==> src/rtl/lin_cmd_reg.sv <==
module lin_cmd_reg #(
  parameter int          AW       = 8,
  parameter int          DW       = 8,
  parameter logic [AW-1:0] REG_ADDR = 8'h08
) (
  input  logic          clk,
  input  logic          rst_n,
  input  logic [AW-1:0] reg_addr,
  input  logic [DW-1:0] reg_wdata,
  input  logic          reg_we,
  output logic [DW-1:0] reg_rdata,
  input  logic          master_mode,
  input  logic          evt_frame_done,
  input  logic          evt_error,
  input  logic          evt_sync_break,
  input  logic          evt_wake_sent,
  input  logic          evt_ack_taken,
  output logic          sleep_mode,
  output logic          dir_tx,
  output logic          ack_hold,
  output logic          wake_req,
  output logic          start_req,
  output logic          halt_active,
  output logic          halt_pulse,
  output logic          clr_irq_pulse,
  output logic          clr_err_pulse
);

  localparam int B_HALT  = 7;
  localparam int B_SLEEP = 6;
  localparam int B_DIR   = 5;
  localparam int B_ACK   = 4;
  localparam int B_CIRQ  = 3;
  localparam int B_CERR  = 2;
  localparam int B_WAKE  = 1;
  localparam int B_START = 0;

  logic addr_hit, wr_hit;
  logic set_halt, set_ack, set_start, set_wake;
  logic clr_start;

  assign addr_hit  = (reg_addr == REG_ADDR);
  assign wr_hit    = reg_we && addr_hit;
  assign set_halt  = wr_hit && reg_wdata[B_HALT]  && !master_mode;
  assign set_ack   = wr_hit && reg_wdata[B_ACK]   && !master_mode;
  assign set_start = wr_hit && reg_wdata[B_START] &&  master_mode;
  assign set_wake  = wr_hit && reg_wdata[B_WAKE];
  assign clr_start = evt_frame_done || evt_error;

  always_ff @(posedge clk or negedge rst_n) begin
    if (!rst_n) begin
      sleep_mode    <= 1'b0;
      dir_tx        <= 1'b0;
      ack_hold      <= 1'b0;
      wake_req      <= 1'b0;
      start_req     <= 1'b0;
      halt_active   <= 1'b0;
      halt_pulse    <= 1'b0;
      clr_irq_pulse <= 1'b0;
      clr_err_pulse <= 1'b0;
    end else begin
      if (wr_hit) begin
        sleep_mode <= reg_wdata[B_SLEEP];
        dir_tx     <= reg_wdata[B_DIR];
      end
      halt_pulse    <= set_halt;
      clr_irq_pulse <= wr_hit && reg_wdata[B_CIRQ];
      clr_err_pulse <= wr_hit && reg_wdata[B_CERR];

      if (evt_sync_break)    halt_active <= 1'b0;
      else if (set_halt)     halt_active <= 1'b1;

      if (evt_ack_taken)     ack_hold <= 1'b0;
      else if (set_ack)      ack_hold <= 1'b1;

      if (evt_wake_sent)     wake_req <= 1'b0;
      else if (set_wake)     wake_req <= 1'b1;

      if (clr_start)         start_req <= 1'b0;
      else if (set_start)    start_req <= 1'b1;
    end
  end

  assign reg_rdata = addr_hit
    ? {1'b0, sleep_mode, dir_tx, ack_hold, 2'b00, wake_req, start_req}
    : '0;

  a_r3_irq_strobe_source: assert property (@(posedge clk) disable iff (!rst_n)
    clr_irq_pulse |-> $past(reg_we && reg_addr == REG_ADDR && reg_wdata[B_CIRQ]));

  a_r4_err_strobe_source: assert property (@(posedge clk) disable iff (!rst_n)
    clr_err_pulse |-> $past(reg_we && reg_addr == REG_ADDR && reg_wdata[B_CERR]));

  a_r5_halt_released: assert property (@(posedge clk) disable iff (!rst_n)
    evt_sync_break |=> !halt_active);

  a_r6_start_cleared: assert property (@(posedge clk) disable iff (!rst_n)
    (evt_frame_done || evt_error) |=> !start_req);

  a_r7_ack_cleared: assert property (@(posedge clk) disable iff (!rst_n)
    evt_ack_taken |=> !ack_hold);

  a_r8_wake_cleared: assert property (@(posedge clk) disable iff (!rst_n)
    evt_wake_sent |=> !wake_req);

  a_r10_master_no_halt: assert property (@(posedge clk) disable iff (!rst_n)
    (reg_we && master_mode && !halt_active && !ack_hold) |=> (!halt_active && !ack_hold));

  a_r10_slave_no_start: assert property (@(posedge clk) disable iff (!rst_n)
    (reg_we && !master_mode && !start_req) |=> !start_req);

endmodule

==> config.mk <==
export PLATFORM = sky130hd
export DESIGN_NAME = lin_cmd_reg
export DESIGN_NICKNAME = d
export VERILOG_FILES = /design/src/rtl/lin_cmd_reg.sv
export SDC_FILE = /design/constraint.sdc
export NUM_CORES = 1
export LEC_CHECK = 0
export ABC_AREA = 1
export BUFFER_PORTS_ARGS = -buffer_cell sky130_fd_sc_hd__buf_2
export CORE_AREA = 2 2 39 41
export DETAILED_ROUTE_END_ITERATION = 7
export DIE_AREA = 0 0 41 43
export GPL_TIMING_DRIVEN = 0
export PLACE_DENSITY = 0.77
export SYNTH_ARGS = -nofsm -noshare
export SYNTH_HDL_FRONTEND = slang
export SYNTH_SLANG_ARGS = --single-unit
==> constraint.sdc <==
create_clock -name clk -period 0.94 [get_ports clk]
set_input_delay 0.094 -clock clk [delete_from_list [all_inputs] [get_ports clk]]
set_output_delay 0.094 -clock clk [all_outputs]
set_load 0.005 [all_outputs]
==> results of run 1 <==
==> worst max-delay path: cells and delay by family, from the launching register on <==
kind,cells,cell delay [ns]
flip-flops,1,0.36
buffers and inverters,2,0.16
AND/OR/NAND/NOR,1,0.08
==> power groups by stage <==
stage	registers, W	clock network (W)	logic (W)
finish	0.000394	0.000291	0.000111
global route	0.000395	0.000314	0.000127
CTS	0.000395	0.000295	0.000113
detailed placement	0.000402	0	0.0000993
global placement	0.000402	0	0.0000961
floorplan	0.000402	0	0.0000326
==> layer usage <==
| metal | GRT usage | wire (um) |
|---|---|---|
| met1 | 0.156 | 415 |
| met2 | 0.238 | 520 |
| met3 | 0.0419 | 137 |
| met4 | 0.0600 | 0 |
| met5 | 0 | 0 |
==> through the flow <==
| step | util | hold WS, ns | std cells | setup WS (ns) |
|---|---|---|---|---|
| 6_report | 0.561 | 0.0495 | 129 | -0.00979 |
| 3_5_place_dp | 0.486 | -0.0444 | 116 | -0.108 |
| 2_1_floorplan | - | -0.202 | 62 | 0.178 |
| 3_3_place_gp | 0.486 | -0.0470 | 116 | -0.0622 |
| 4_1_cts | 0.561 | 0.0464 | 129 | -0.0209 |
| 5_1_grt | 0.561 | 0.0514 | 129 | -0.0763 |
==> state kept, by name (all words and copies together), names as in the netlist <==
name,flops
sleep_mode,1
wake_req,1
clr_err_pulse,1
clr_irq_pulse,1
ack_hold,1
halt_active,1
dir_tx,1
start_req,1
halt_pulse,1
==> cell type report <==
| cell class | count | area, um^2 | share of cell area |
|---|---|---|---|
| inverter | 14 | 52.6 | 0.0676 |
| clock buffer | 4 | 26.3 | 0.0338 |
| buffer | 3 | 22.5 | 0.0290 |
| tap | 16 | 20.0 | 0.0258 |
| multi-input combinational | 36 | 163 | 0.209 |
| sequential | 9 | 225 | 0.290 |
| timing repair buffer | 47 | 268 | 0.345 |
==> path summary, 6_finish.rpt <==
path	startpoint	to	slack (ns)
worst min register to register	sleep_mode	sleep_mode	0.49
worst min-delay path	reg_wdata[2]	clr_err_pulse	0.05
max in group asynchronous	rst_n	dir_tx	0.55
min in group asynchronous	rst_n	halt_pulse	0.21
worst max-delay path	dir_tx	reg_rdata[5]	-0.01
worst max register to register	start_req	start_req	0.10
==> cell usage in the layout, fill, tap and decap left out <==
cell | netlist | routed
sky130_fd_sc_hd__buf_4 | 3 | 8
sky130_fd_sc_hd__buf_2 | 0 | 38
sky130_fd_sc_hd__inv_1 | 14 | 10
sky130_fd_sc_hd__or2_2 | 1 | 1
sky130_fd_sc_hd__nor2_4 | 1 | 1
sky130_fd_sc_hd__dfrtp_1 | 9 | 9
sky130_fd_sc_hd__dlygate4sd3_1 | 0 | 4
sky130_fd_sc_hd__inv_2 | 0 | 4
sky130_fd_sc_hd__nand3_1 | 5 | 5
sky130_fd_sc_hd__nor2_1 | 13 | 13
sky130_fd_sc_hd__nand2_1 | 8 | 8
sky130_fd_sc_hd__a21oi_1 | 4 | 4
sky130_fd_sc_hd__nand3_2 | 1 | 1
sky130_fd_sc_hd__clkbuf_4 | 0 | 3
sky130_fd_sc_hd__clkbuf_1 | 0 | 1
sky130_fd_sc_hd__conb_1 | 1 | 3
==> kinds of logic (layout without fill, tap and decap cells) <==
logic type | after synthesis | count (layout) | share of synthesized area
AND/OR/NAND/NOR | 29 | 29 | 0.288
AO/OA/AOI/OAI | 4 | 4 | 0.0440
other | 1 | 3 | 0.00823
flip-flops | 9 | 9 | 0.495
buffers and inverters | 17 | 68 | 0.165
==> what timing repair did <==
item | 4_1_cts | 5_1_grt
hold buffers | 4 | 0
setup buffers | 5 | 0
gates resized for setup | 1 | 3
pin swaps | 3 | 4
setup endpoints to repair | 5 | 5
hold endpoints to repair | 12 | 0
==> results, run 1 <==
- The fraction of power consumed by combinational cells is 0.140.
- Counting flops and latches in the post-synthesis netlist gives 9.
- The clock latency of the later-clocked register in the worst-skew pair is around 0.25 ns.
- The critical path data required time is roughly 0.85 ns.
- The longest clock path from root to sink contains 2 buffers.
- Dividing the final minimum period by the clock period gives 1.01.
- The checks that failed: negative setup slack.
- The overall power after layout is 0.000797 W.
- In this run the power spent charging and discharging nets is ~0.00018 W.
- The number of warnings issued by yosys is 0.
- For this design the top-level I/O count stands at between 40 and 50.
- The total number of clock tree sinks is 9.
- The largest individual stage delay along the critical path comes from the cell sky130_fd_sc_hd__dfrtp_1.
- The flow ran to the end, but the final reports show violations.
- Setup slack on the critical path of the routed design comes to -0.00979 ns.
- For the worst setup path, the data arrival time is approximately 0.86 ns.
- The number of buffers inserted by port buffering is 38.
- The initial standard-cell utilization of the core is 0.329.
- The pin count of the biggest net entering global routing is 10.
- The number of hold violations in the final report was 0.
- Summed over all layers, the routed wires come to around 1100 um.
- The routed design could run at a clock period as short as around 0.95 ns.
- After detailed routing, the average wire length per cell comes to ~8.3 um.
- The kind of end point of the critical path is an output port.
- The cell sitting at the root of the clock tree is a sky130_fd_sc_hd__clkbuf_4.
- The number of antenna violations at the first check in global routing is 0.
- In this run the number of H-tree levels came out at 1.
- Sorting the synthesized cells by area gives the leading types as sky130_fd_sc_hd__dfrtp_1, sky130_fd_sc_hd__inv_1, sky130_fd_sc_hd__nor2_1.
- The count of different cell masters after synthesis is 11.
- The number of antenna diodes in the final layout is 0.
- The critical path class is flip-flop to output port.
- TritonCTS built the clock tree.
- From bottom edge to top edge, the die measures between 40 and 50 um.
- The weighted congestion at the end of routability-driven global placement is between 0.7 and 0.8.
- The maximum fanout count along the critical path is 3.
- The average size of a mapped cell is approximately 7.6 um^2.
- The share of layout cells above drive strength 1 is 0.496.
- The remaining design rule violation count is 0.
- The cell count of the worst hold path is 3.
- Dividing the detail-routed via count by the number of cells gives slightly below 4.
- The most frequently used cell type in the post-synthesis netlist is sky130_fd_sc_hd__inv_1.
- The static leakage power is between 0.4 and 0.5 nW.
- The internal power of the cells is 0.000621 W.
- In this run the cell area of the synthesized design comes to between 400 and 500 um^2.
- The floorplan step defined a die boundary enclosing 1760 um^2.
- The wire length of the first global-routing pass is 1720 um.
- The worst ir drop on vdd is between 0.7 and 0.8 mV.
- The sequential share of the synthesized area is 0.495.
- The number of flops mapped to enable cells by yosys is 0.
- The clock transition at the registers of the reported paths is 0.06 ns.
- Of the total power, registers draw 0.495.
- The share of synthesized area in the top cell type comes to 0.495.
- The number of cells on the worst reg-to-reg path is 4.
- Once detailed placement completed, the half-perimeter wirelength came to between 800 and 900 um.
- Sorting the synthesized cells by how often they occur yields sky130_fd_sc_hd__inv_1, sky130_fd_sc_hd__nor2_1, sky130_fd_sc_hd__dfrtp_1, sky130_fd_sc_hd__nand2_1, sky130_fd_sc_hd__nand3_1.
- The power per standard cell area is a little over 1000 nW/um^2.
- The initialized floorplan defines 14 standard-cell rows.
- sky130_fd_sc_hd__dfrtp_1 takes more of the synthesized area than any other cell.
- Summed over all failing endpoints, the final setup total negative slack is -0.0165 ns.
- The DRC marker count from the first detailed-route iteration is 1.
- Derived from the worst setup path, the maximum achievable clock frequency is about 1.1 GHz.
- The number of clock buffers inserted by TritonCTS is 3.
- Measured along the x axis, the die boundary spans 41 um.
- The classification of the worst-slack hold path is input pin to flip-flop.
- For this run the aggregate overflow at the end of global routing stands at 0.
- Relative to the synthesized area, the layout overhead comes to 70.6%.
- On the final layout, the worst clock skew is 0 ns.
- The fraction of power spent switching nets is 0.222.
- The tool flagged a number of max-cap violations equal to 0.
- For this run, the total global-route usage over all layers was measured as 0.142.
- The startpoint kind of the worst setup timing path is a flip-flop.
- The main flop type after synthesis is sky130_fd_sc_hd__dfrtp_1.
- After synthesis, the share of flip-flops with an asynchronous set or reset is 1.00.
- The core region is approximately 1400 um^2.
- The clock network power share is 0.365.
- The number of global-route vias before repair was roughly 480.
- Walking the worst path, the cells encountered are inv_1 > nor2_1 > buf_2.
- The final count of pins violating max slew is 0.
- Detailed routing inserted a total of around 500 vias.
- The area of placed instances is between 600 and 700 um^2.
- The first TritonRoute pass finished after 2 iterations.
- The delay of the slowest critical-path stage is roughly 0.36 ns.
- The residual antenna-violating net count after detailed routing is 0.
- After filler insertion, the fill cell instance count of the layout stands at ~140.
- The number of instances in the synthesized netlist is 60.
- The number of endpoints failing setup at the final stage is 2.
- The area of all placed cells without fillers is approximately 780 um^2.
- Setup repair after global routing could not meet its margin everywhere.
- At the end of the flow, the number of nets in the layout was roughly 140.
Power figures use the tool's default switching activity.
==> run 2, diff against run 1 <==
- CORE_AREA: 2 2 39 41 -> unset
- CORE_MARGIN: unset -> 2
- CORE_UTILIZATION: unset -> 31
- DIE_AREA: 0 0 41 43 -> unset
- PLACE_DENSITY: 0.77 -> 0.74
- clock period: 0.94 -> 0.86 ns (I/O delays scaled with it)
==> run 2 against run 1 <==
  * The run still ends with negative setup slack left
  * Wire length fell by 0.19%
  * Power rose by 8.8%
  * Combinational power rose by 9%
  * Sequential power rose by 9.6%
  * Critical path depth did not move
  * Highest routed layer is now met4
  * Die area rose by 1.6%
  * Via count rose by 2.0%
  * Hold slack got worse by 0.0092 ns
  * Clock power rose by 8.2%
==> results, run 2 (synthesis results as in run 1) <==
- The final critical-path setup slack is -0.119 ns (was -0.00979 ns).
- The number of global-route vias before repair was 452 (was 476).
- The busiest layer in global routing was met2 (unchanged).
- The kind of end point of the critical path is an output port (unchanged).
- The final count of pins violating max slew was 0 (unchanged).
- The power per standard cell area was 1130 nW/um^2 (was 1030 nW/um^2).
- The number of fillers in the final layout is 143 (unchanged).
- Commonest cells after routing, fill and taps aside: sky130_fd_sc_hd__buf_2, sky130_fd_sc_hd__nor2_1, sky130_fd_sc_hd__inv_1 (unchanged).
- The wire length of the first global-routing pass is 1880 um (was 1720 um).
- The pin count of the biggest net entering global routing is 10 (unchanged).
- The number of buffers inserted by port buffering is 38 (unchanged).
- The remaining design rule violation count was 0 (unchanged).
- The layout-stage area growth over the synthesis result is 68.7% (was 70.6%).
- The static leakage power was 0.470 nW (was 0.474 nW).
- The placeable core region is 1330 um^2 (was 1380 um^2).
- The critical path class is flip-flop to output port (unchanged).
- The initial standard-cell utilization of the core is 0.341 (was 0.329).
- The number of inserted diodes is 0 (unchanged).
- The cell at the slowest stage of the critical path is sky130_fd_sc_hd__dfrtp_1 (unchanged).
- Static timing analysis puts the maximum clock frequency at 1.02 GHz.
- The I/O pin count came to 42 (unchanged).
- The count of max-cap constraint violations is 0 (unchanged).
- The length of the first detailed-routing pass in iterations is 2 (unchanged).
- The ratio of routed vias to standard cells is 4.07 (was 3.93).
- The critical path data required time came to 0.77 ns (was 0.85 ns).
- In the finished design, the share of the clock period the worst path needs comes to 1.14.
- RSZ-0062 raised after global routing: true (unchanged).
- The delay of the slowest critical-path stage is 0.38 ns (was 0.36 ns).
- Result of the run: finished with violations (unchanged).
- Violations in the final reports: negative setup slack (unchanged).
- The fraction of met3 tracks used by global routing is 0.0517 (was 0.0419).
- The largest buffer count on any clock path is 2 (unchanged).
- The DRC marker count from the first detailed-route iteration came to 1 (unchanged).
- The number of endpoints failing setup at the final stage is 6 (was 2).
- The worst path in the final design needs a cycle of 0.979 ns, including I/O delays and setup.
- The worst hold margin was 0.0403 ns (was 0.0495 ns).
- The number of antenna violations at the first check in global routing is 0 (unchanged).
- The global routing met2 resource utilization is 0.225 (was 0.238).
- The setup skew after layout is 0 ns (unchanged).
- The maximum fanout count along the critical path is 3 (unchanged).
- The startpoint kind of the worst setup timing path is a flip-flop (unchanged).
- The net count of the finished layout came to 138 (was 139).
- The final-layout setup total negative slack is -0.446 ns (was -0.0165 ns).
- The clock latency of the later-clocked register in the worst-skew pair came to 0.25 ns (about the same).
- The CTS H-tree depth is 1 (unchanged).
- The total global-route track usage is 0.142 (about the same).
- Critical path, cell by cell: inv_1 > nor2_1 > buf_2 (unchanged).
- The total number of clock tree sinks came to 9 (unchanged).
- The overall power after layout is 0.000868 W (was 0.000797 W).
- The post-placement setup slack came to -0.181 ns (was -0.108 ns).
- The final wirelength came to 1070 um (about the same).
- The number of hold violations in the final report was 0 (unchanged).
- The number of clock buffers inserted by TritonCTS is 3 (unchanged).
- The count of vias placed by the detailed router was 517 (was 507).
- The CTS root buffer is sky130_fd_sc_hd__clkbuf_4 (unchanged).
- The met1 capacity usage during global routing came to 0.165 (was 0.156).
- The estimated wirelength of the detail-placed design is 872 um (was 861 um).
- The area of the die was 1790 um^2 (was 1760 um^2).
- The arrival time at the worst endpoint is 0.89 ns (was 0.86 ns).
- The classification of the worst-slack hold path is input pin to flip-flop (unchanged).
- The share of layout cells above drive strength 1 is 0.473 (was 0.496).
- The clock tree from TritonCTS is yes (unchanged).
- The most common cell after layout, fill and taps aside is sky130_fd_sc_hd__buf_2 (unchanged).
- The number of standard cells in the final layout excluding fillers is 127 (was 129).
- The worst ir drop on vdd is 0.498 mV (was 0.716 mV).
- The floorplan die height is 42.3 um (was 43 um).
- The clock transition at the registers of the reported paths is 0.06 ns (about the same).
- The weighted congestion at the end of routability-driven global placement was 0.706 (was 0.735).
- The residual antenna-violating net count after detailed routing is 0 (unchanged).
- The site row count is 13 (was 14).
- The post-detailed-route wirelength per cell came to 8.43 um (was 8.32 um).
- The total overflow reported by the global router was 0 (unchanged).
- The die boundary width is 42.3 um (was 41 um).
- The number of placed instances, taps included is 115 (was 116).
-- run 2: cell types whose count changed in the layout (fill, tap and decap cells not counted) --
cell                    change
sky130_fd_sc_hd__inv_1      +2
sky130_fd_sc_hd__inv_2      -2
sky130_fd_sc_hd__buf_4      -1
-- run 2: path summary, 6_finish.rpt --
path	from	end	slack, ns	depth (start not counted)
max	dir_tx	reg_rdata[5]	-0.12	3
min	reg_wdata[3]	clr_irq_pulse	0.04	3
max reg2reg	start_req	start_req	0.15	3
min reg2reg	sleep_mode	sleep_mode	0.50	2
max in group asynchronous	rst_n	sleep_mode	0.48	2
min in group asynchronous	rst_n	halt_active	0.20	2
-- run 2: where the power goes --
part	switching, W	internal, W	total (W)
clock network	0.000137	0.000178	0.000315
registers	0.00000365	0.000428	0.000432
logic	0.0000489	0.0000719	0.000121
total	0.000189	0.000678	0.000868
-- run 2: layout make-up --
type	count	area [um^2]	share of cell area
plain buffers	3	22.5	0.0293
clock buffers	4	26.3	0.0342
inverters	14	52.6	0.0684
multi-input cells	36	163	0.212
flip-flops and latches	9	225	0.293
well taps	15	18.8	0.0244
repair buffers	46	260	0.339
-- run 2: per-stage QoR --
stage,util,cell area [um^2]
3_3_place_gp,0.504,672
5_1_grt,0.576,768
4_1_cts,0.570,761
3_5_place_dp,0.504,672
2_1_floorplan,-,463
6_report,0.576,768
-- run 2: per-layer routing --
layer | wire (um) | share of wire | vias to the layer above
met4 | 8 | 0.0075 | 0
li1 | - | - | 274
met5 | 0 | 0 | -
met3 | 134 | 0.13 | 2
met1 | 460 | 0.43 | 212
met2 | 468 | 0.44 | 29
-- run 2: critical path: cells and delay by family, from the launching register on --
kind,cells,cell delay [ns]
buf+inv,2,0.17
flops,1,0.38
simple gates,1,0.10
-- run 2: what timing repair did --
item                                    CTS  global route
pin swaps                                 4             2
endpoints found under the setup margin    7            11
gates resized for setup                   1             1
hold endpoints to repair                 12             0
hold buffers                              4             0
cloned                                    0             0
setup buffers                             3             1
